$ cat src/rtl/wsc_pkg.sv
package wsc_pkg;

  typedef enum logic [1:0] {
    WS_IDLE  = 2'd0,
    WS_STALL = 2'd1,
    WS_BUS   = 2'd2
  } ws_state_t;

  // Next state of the wait-state sequencer.
  function automatic ws_state_t ws_next(ws_state_t cur, logic fire,
                                        logic open_slot, logic close_slot,
                                        logic bus_ok);
    ws_state_t nxt;
    nxt = cur;
    case (cur)
      WS_IDLE:  if (fire)                  nxt = WS_STALL;
      WS_STALL: if (open_slot)             nxt = WS_BUS;
      WS_BUS:   if (close_slot && bus_ok)  nxt = WS_IDLE;
      default:                             nxt = WS_IDLE;
    endcase
    return nxt;
  endfunction

  // Delayed select flag: follows the cycle flag, held while the bus clock is high.
  function automatic logic hold_next(logic active, logic held, logic bus_high);
    return active | (held & bus_high);
  endfunction

endpackage

$ cat src/rtl/wsc_arm.sv
module wsc_arm (
  input  logic clk,
  input  logic rst_n,
  input  logic vector_fetch,
  output logic armed
);
  always_ff @(posedge clk) begin
    if (!rst_n)            armed <= 1'b0;
    else if (vector_fetch) armed <= 1'b1;
  end
endmodule

$ cat src/rtl/wsc_req.sv
module wsc_req #(
  parameter int SETTLE_STAGES = 1
) (
  input  logic clk,
  input  logic rst_n,
  input  logic slow_hit,
  input  logic armed,
  output logic req_fire
);
  localparam int LAST = SETTLE_STAGES - 1;

  logic [SETTLE_STAGES-1:0] settle_q;
  logic                     prev_q;

  generate
    if (SETTLE_STAGES == 1) begin : g_single
      always_ff @(posedge clk) begin
        if (!rst_n) settle_q <= '0;
        else        settle_q <= slow_hit;
      end
    end else begin : g_chain
      always_ff @(posedge clk) begin
        if (!rst_n) settle_q <= '0;
        else        settle_q <= {settle_q[SETTLE_STAGES-2:0], slow_hit};
      end
    end
  endgenerate

  always_ff @(posedge clk) begin
    if (!rst_n) prev_q <= 1'b0;
    else        prev_q <= settle_q[LAST];
  end

  assign req_fire = armed & settle_q[LAST] & ~prev_q;
endmodule

$ cat src/rtl/wsc_fsm.sv
module wsc_fsm
  import wsc_pkg::*;
(
  input  logic clk,
  input  logic rst_n,
  input  logic req_fire,
  input  logic q3_strobe,
  input  logic q7_strobe,
  input  logic bus_ready,
  output logic stalled,
  output logic in_bus
);
  ws_state_t state;

  always_ff @(posedge clk) begin
    if (!rst_n) state <= WS_IDLE;
    else        state <= ws_next(state, req_fire, q3_strobe, q7_strobe, bus_ready);
  end

  assign stalled = (state != WS_IDLE);
  assign in_bus  = (state == WS_BUS);
endmodule

$ cat src/rtl/slow_wait_ctrl.sv
module slow_wait_ctrl
  import wsc_pkg::*;
#(
  parameter int SETTLE_STAGES = 1
) (
  input  logic cpu_clk,
  input  logic rst_n,
  input  logic bus_clk,
  input  logic q3_strobe,
  input  logic q7_strobe,
  input  logic slow_hit,
  input  logic bus_ready,
  input  logic vector_fetch,
  input  logic bank_latch,
  output logic cpu_rdy,
  output logic slow_active,
  output logic slow_hold,
  output logic xcvr_en
);
  logic armed;
  logic req_fire;
  logic stalled;
  logic in_bus;

  wsc_arm u_arm (
    .clk          (cpu_clk),
    .rst_n        (rst_n),
    .vector_fetch (vector_fetch),
    .armed        (armed)
  );

  wsc_req #(.SETTLE_STAGES(SETTLE_STAGES)) u_req (
    .clk      (cpu_clk),
    .rst_n    (rst_n),
    .slow_hit (slow_hit),
    .armed    (armed),
    .req_fire (req_fire)
  );

  wsc_fsm u_fsm (
    .clk       (cpu_clk),
    .rst_n     (rst_n),
    .req_fire  (req_fire),
    .q3_strobe (q3_strobe),
    .q7_strobe (q7_strobe),
    .bus_ready (bus_ready),
    .stalled   (stalled),
    .in_bus    (in_bus)
  );

  always_ff @(posedge cpu_clk) begin
    if (!rst_n) slow_hold <= 1'b0;
    else        slow_hold <= hold_next(in_bus, slow_hold, bus_clk);
  end

  assign cpu_rdy     = ~stalled;
  assign slow_active = in_bus;
  assign xcvr_en     = in_bus & ~bank_latch;

  // nothing stalls before the reset-vector fetch has armed the block
  assert_inert_unarmed_R2: assert property (@(posedge cpu_clk) disable iff (!rst_n)
    !armed |-> cpu_rdy);

  // the stall begins only in answer to a request pulse
  assert_stall_from_request_R4: assert property (@(posedge cpu_clk) disable iff (!rst_n)
    $fell(cpu_rdy) |-> $past(req_fire) && !slow_active);

  // the bus cycle opens only on a Q3 sampled while already stalled
  assert_open_on_q3_R5: assert property (@(posedge cpu_clk) disable iff (!rst_n)
    $rose(slow_active) |-> $past(q3_strobe) && !$past(cpu_rdy));

  // the bus cycle closes only on Q7 with the bus ready, releasing the CPU
  assert_close_on_q7_R7: assert property (@(posedge cpu_clk) disable iff (!rst_n)
    $fell(slow_active) |-> $past(q7_strobe) && $past(bus_ready) && cpu_rdy);

  // a low bus ready at Q7 keeps the cycle open
  assert_stretch_R8: assert property (@(posedge cpu_clk) disable iff (!rst_n)
    (slow_active && q7_strobe && !bus_ready) |=> slow_active);

  // the delayed flag covers the whole cycle
  assert_hold_covers_R9: assert property (@(posedge cpu_clk) disable iff (!rst_n)
    $past(slow_active) |-> slow_hold);

  // the transceiver never drives outside a slow cycle
  assert_xcvr_gated_R10: assert property (@(posedge cpu_clk) disable iff (!rst_n)
    xcvr_en |-> !cpu_rdy);
endmodule

$ cat config.mk
export PLATFORM = sky130hd
export DESIGN_NAME = slow_wait_ctrl
export DESIGN_NICKNAME = d
export VERILOG_FILES = /design/src/rtl/wsc_pkg.sv /design/src/rtl/wsc_arm.sv /design/src/rtl/wsc_req.sv /design/src/rtl/wsc_fsm.sv /design/src/rtl/slow_wait_ctrl.sv
export SDC_FILE = /design/constraint.sdc
export NUM_CORES = 1
export LEC_CHECK = 0
export ABC_AREA = 1
export CAP_MARGIN = 20
export CORE_AREA = 2 2 39 41
export DETAILED_ROUTE_END_ITERATION = 8
export DIE_AREA = 0 0 41 43
export GPL_TIMING_DRIVEN = 1
export SETUP_SLACK_MARGIN = 0.15
export SLEW_MARGIN = 10
export SYNTH_ARGS = -nofsm -noshare
export SYNTH_HDL_FRONTEND = slang
export SYNTH_SLANG_ARGS = --single-unit
export TNS_END_PERCENT = 10
$ cat constraint.sdc
create_clock -name cpu_clk -period 2.1 [get_ports cpu_clk]
set_input_delay 0.21 -clock cpu_clk [delete_from_list [all_inputs] [get_ports cpu_clk]]
set_output_delay 0.21 -clock cpu_clk [all_outputs]
set_load 0.02 [all_outputs]
==> impl_metrics.tcl, run 1 <==
set metrics [dict create \
    syn_nets 43 \
    path_max_fanout 4 \
    grt_usage_pct 7.04 \
    hpwl_um 379 \
    hp-class "reg -> reg" \
    coreArea_mm2 0.00138 \
    p_switching_mw 0.0634 \
    grt_max_degree 5 \
    antenna_found_initial 0 \
    power_density_mw_per_mm2 668 \
    p_total_mw 0.275 \
    report.final.hold_viol_count 0 \
    finalSetupViolCount 0 \
    tns_ps 0 \
    p_leak_nw 0.185 \
    synth-seq-area-share_pct 48.2 \
    drc 0 \
    clk_pin_slew_ps 40 \
    grt_pass1_vias 221 \
    status "complete, no violations" \
    grt_pass1_wl_um 814 \
    dieHeight_um 43 \
    io_buffers 12 \
    gp_congestion 0.669 \
    n_antenna_cell 0 \
    design.die.area_mm2 0.00176 \
    synthToLayoutAreaGrowth_pct 65.3 \
    syn_avg_cell_area_um2 7.32 \
    hold_buffers 0 \
    ys_types 10 \
    ios 13 \
    rsz0062_at_grt "no" \
    pwr-share-seq_pct 45.2 \
    pwr-share-clk_pct 37.6 \
    wl_per_cell_um 7.31 \
    swShare_pct 23.1 \
    fin_crit_ps 1630 \
    synth-seq-cells 6 \
    cp_data_required_time_ps 1890 \
    critPathKind "reg -> out" \
    nets 60 \
    crit_arrival_ps 1420 \
    cts_tree "yes" \
    post_cts_buffers 0 \
    start_util_pct 18.0 \
    cap_viol_max_count 0 \
    drive_gt1_share_pct 18.4 \
    vias 238 \
    dr.pass1.iters 3 \
    vias_per_cell 3.66 \
    fmax_mhz 613 \
    htree_levels 1 \
    combPwrFrac_pct 17.2 \
    yosysWarnings 0 \
    peakVddDrop_mv 0.327 \
    clk_path_buf_depth 2 \
    die_x_um 41 \
    tightestPinTransition_ps 215 \
    clkSinkCount 6 \
    layout_common_cells "clkdlybuf4s50_1, nand2_1, inv_1, dfxtp_1" \
    final_antenna_net_count 0 \
    slew_violations 0 \
    fillCellCount 151 \
    worstSkewPairLatency_ps 240 \
    grt_overflow 0 \
    final.period_utilization_pct 77.7 \
    syn_inst 34 \
    start_kind "flip-flop" \
    final_common_cell "clkdlybuf4s50_1" \
    rows 14 \
    skew_ps 1.59 \
    crit_path_end_kind "output port" \
    slew_headroom_pct 85.6 \
    finalWirelength_um 475 \
    cts_buffers 3 \
    cts_root_buf "clkbuf_4" \
    internal_power_mw 0.211 \
    syn_area_um2 249 \
    drt_iter0_drc 1 \
    ctsResizeCount 0 \
]
==> sequential cells by signal, indices dropped and copies added, names as in the netlist <==
name,count
u_req.settle_q,1
u_req.prev_q,1
u_arm.armed,1
slow_hold,1
u_fsm.state,2
==> cells by family after synthesis <==
family	synth area share [%]
buffers and inverters	12.1
and+or+nand+nor	33.7
AOI/OAI and AO/OA	6.03
DFF	48.2
==> cells in the mapped netlist <==
| library cell | instances | area, um^2 |
|---|---|---|
| nor2_1 | 3 | 11.3 |
| inv_2 | 2 | 7.51 |
| nor2_2 | 2 | 12.5 |
| inv_1 | 6 | 22.5 |
| a21oi_1 | 2 | 10.0 |
| nand3_1 | 2 | 10.0 |
| dfxtp_1 | 6 | 120 |
| nand2_1 | 8 | 30.0 |
| o21ai_0 | 1 | 5.00 |
| nand3_2 | 2 | 20.0 |
==> per-stage QoR <==
stage / utilization, % / instance area, um^2 / worst slack, ps / cells / hold WS [ps]
final: 29.7 / 412 / 469 / 65 / 441
after global routing: 29.7 / 412 / 371 / 65 / 468
after CTS: 29.7 / 412 / 445 / 65 / 446
after detailed placement: 28.1 / 389 / 584 / 62 / 429
after global placement: 28.1 / 389 / 585 / 62 / 420
after floorplan: - / 249 / 1140 / 34 / 303
==> power groups by stage <==
| stage | clock network (mW) | registers (mW) | logic (mW) |
|---|---|---|---|
| final | 0.103 | 0.124 | 0.0472 |
| after global routing | 0.119 | 0.125 | 0.0530 |
| after CTS | 0.110 | 0.124 | 0.0483 |
| after detailed placement | 0 | 0.126 | 0.0480 |
| after global placement | 0 | 0.126 | 0.0473 |
| after floorplan | 0 | 0.126 | 0.0220 |
==> per-layer routing <==
layer,wire length [um],up-vias,global-route usage [%]
met5,0,-,0
met1,200,96,7.44
met3,58,0,6.28
met2,216,10,10.0
li1,-,132,-
met4,0,0,2.00
==> area by class of cell <==
cell class	count	area (um^2)	area share (%)
inverters	8	30.0	7.29
flip-flops and latches	6	120	29.2
clock buffers	3	22.5	5.47
repair buffers	12	120	29.2
well taps	16	20.0	4.86
multi-input cells	20	98.8	24.0
==> worst max-delay path, stage by stage, from the launching register on <==
cell and delay (ps):
dfxtp_1 380, nand2_1 110, nor2_1 90, clkdlybuf4s50_1 600
==> path summary, 6_finish.rpt <==
check	start	end	slack [ps]	depth (start not counted)
hold / removal	u_req.settle_q	u_req.prev_q	440	2
hold reg to reg	u_req.settle_q	u_req.prev_q	440	2
setup reg to reg	u_fsm.state[1]	u_fsm.state[0]	1270	4
setup / recovery	u_fsm.state[1]	xcvr_en	470	3
No activity file was read; power rests on OpenSTA's default activity.
==> inputs of run 2 (changes only) <==
==> constraint.sdc (replaced) <==
create_clock -name cpu_clk -period 1.6 [get_ports cpu_clk]
set_input_delay 0.16 -clock cpu_clk [delete_from_list [all_inputs] [get_ports cpu_clk]]
set_output_delay 0.16 -clock cpu_clk [all_outputs]
set_load 0.02 [all_outputs]
==> run 2 against run 1 <==
  * Count of clock-buffer cells in the layout unchanged
  * Largest power group unchanged
  * Die area unchanged
  * Cell count unchanged
  * Design area up 0.91%
  * Sequential cell count unchanged
  * Power up 31%
  * Clock power up 32%
  * Sequential power up 31%
  * Global-route usage unchanged
  * Core utilization up 0.27 points
  * Combinational power up 29%
==> impl_metrics.tcl, run 2 (synthesis gave the netlist of run 1 again) <==
set metrics [dict create \
    hp-class "reg -> reg" \
    drt_iter0_drc 1 \
    final.period_utilization_pct 82.2 \
    tns_ps 0 \
    vias_per_cell 3.68 \
    die_x_um 41 \
    cp_data_required_time_ps 1440 \
    grt_max_degree 5 \
    critPathKind "reg -> out" \
    finalWirelength_um 479 \
    fillCellCount 150 \
    fin_crit_ps 1320 \
    design.die.area_mm2 0.00176 \
    largest_reg_flops 2 \
    synthToLayoutAreaGrowth_pct 66.8 \
    slowest_stage "clkdlybuf4s50_1" \
    rows 14 \
    fmax_mhz 760 \
    grt_use_met3_pct 6.28 \
    cap_viol_max_count 0 \
    cts_buffers 3 \
    peakVddDrop_mv 0.429 \
    ios 13 \
    cp_top_family "buffers and inverters" \
    stdcell_area_um2 415 \
    p_leak_nw 0.210 \
    clk_path_buf_depth 2 \
    dpl_worst_slack_ps 184 \
    final_antenna_net_count 0 \
    pwr-share-seq_pct 45.4 \
    gr-usage-met1_pct 7.44 \
    worst_slack_ps 284 \
    start_kind "flip-flop" \
    n_antenna_cell 0 \
    dr.pass1.iters 3 \
    grt_pass1_vias 221 \
    drive_gt1_share_pct 18.4 \
    dpl_cell_area_um2 389 \
    grt_use_met2_pct 10.0 \
    swShare_pct 23.1 \
    worstSkewPairLatency_ps 240 \
    slew_violations 0 \
    htree_levels 1 \
    dieHeight_um 43 \
    antenna_found_initial 0 \
    p_switching_mw 0.0831 \
    grt_pass1_wl_um 814 \
    crit_arrival_ps 1160 \
    final_common_cell "clkdlybuf4s50_1" \
    power_density_mw_per_mm2 866 \
    io_buffers 12 \
    layout_common_cells "clkdlybuf4s50_1, nand2_1, inv_1, dfxtp_1" \
    clkSinkCount 6 \
    pwr-share-clk_pct 37.7 \
    skew_ps 1.59 \
    report.final.hold_viol_count 0 \
    crit_path_end_kind "output port" \
    grt_busiest_layer "met2" \
    status "complete, no violations" \
    path_max_fanout 2 \
    slew_headroom_pct 84.8 \
    cts_root_buf "clkbuf_4" \
    nets 60 \
    coreArea_mm2 0.00138 \
    clk_pin_slew_ps 40 \
    gp_congestion 0.669 \
    cts_tree "yes" \
    drc 0 \
    vias 239 \
    rsz0062_at_grt "no" \
    start_util_pct 18.0 \
    wl_per_cell_um 7.37 \
    hpwl_um 379 \
    cp_cell_sequence "clkdlybuf4s50_1" \
    grt_overflow 0 \
    grt_usage_pct 7.04 \
    hold_buffers 0 \
    crit_path_max_incr_delay_ps 600 \
    post-route-util_pct 30.0 \
    tightestPinTransition_ps 228 \
    crit_buf_inv 1 \
    combPwrFrac_pct 16.9 \
    finalSetupViolCount 0 \
    largest-register "u_fsm.state" \
    internal_power_mw 0.277 \
]
## run 2: cell types whose count changed in the layout (fill, tap and decap cells not counted)
cell,change
dlymetal6s2s_1,+2
dlygate4sd2_1,+1
clkdlybuf4s50_1,-3
## run 2: timing repair
item                       CTS  global route
cloned                       0             0
resized for setup            1             2
setup buffers                0             0
setup endpoints to repair    3             2
## run 2: routing by layer
metal / up-vias / part of all wire [%]
met5: - / 0
met4: 0 / 0
met3: 0 / 12
met2: 10 / 46
met1: 97 / 42
li1: 132 / -
## run 2: final timing paths
path / from / endpoint / slack [ps] / cells after the start
worst max-delay path: slow_hold / slow_hold / 280 / 1
worst min-delay path: u_req.settle_q / u_req.prev_q / 440 / 2
worst max register to register: u_fsm.state[1] / u_fsm.state[0] / 770 / 4
worst min register to register: u_req.settle_q / u_req.prev_q / 440 / 2
## run 2: area by class of cell
| class | count | area (um^2) | share of cell area [%] |
|---|---|---|---|
| Tap cell | 16 | 20.0 | 4.82 |
| Clock buffer | 3 | 22.5 | 5.42 |
| Timing Repair Buffer | 12 | 124 | 29.8 |
| Inverter | 8 | 30.0 | 7.23 |
| Sequential cell | 6 | 120 | 28.9 |
| Multi-Input combinational cell | 20 | 98.8 | 23.8 |
## run 2: per-stage QoR
stage | instances | hold WS [ps] | power [mW]
6_report | 65 | 441 | 0.360
5_1_grt | 65 | 462 | 0.388
4_1_cts | 65 | 446 | 0.370
3_5_place_dp | 62 | 429 | 0.229
3_3_place_gp | 62 | 420 | 0.228
2_1_floorplan | 34 | 253 | 0.195
## run 2: power by group through the flow
| stage | Clock, mW | Combinational, mW | Sequential (mW) |
|---|---|---|---|
| final | 0.136 | 0.0608 | 0.163 |
| after detailed placement | 0 | 0.0630 | 0.166 |
| after floorplan | 0 | 0.0289 | 0.166 |
| after CTS | 0.144 | 0.0630 | 0.163 |
| after global routing | 0.156 | 0.0680 | 0.164 |
| after global placement | 0 | 0.0621 | 0.166 |
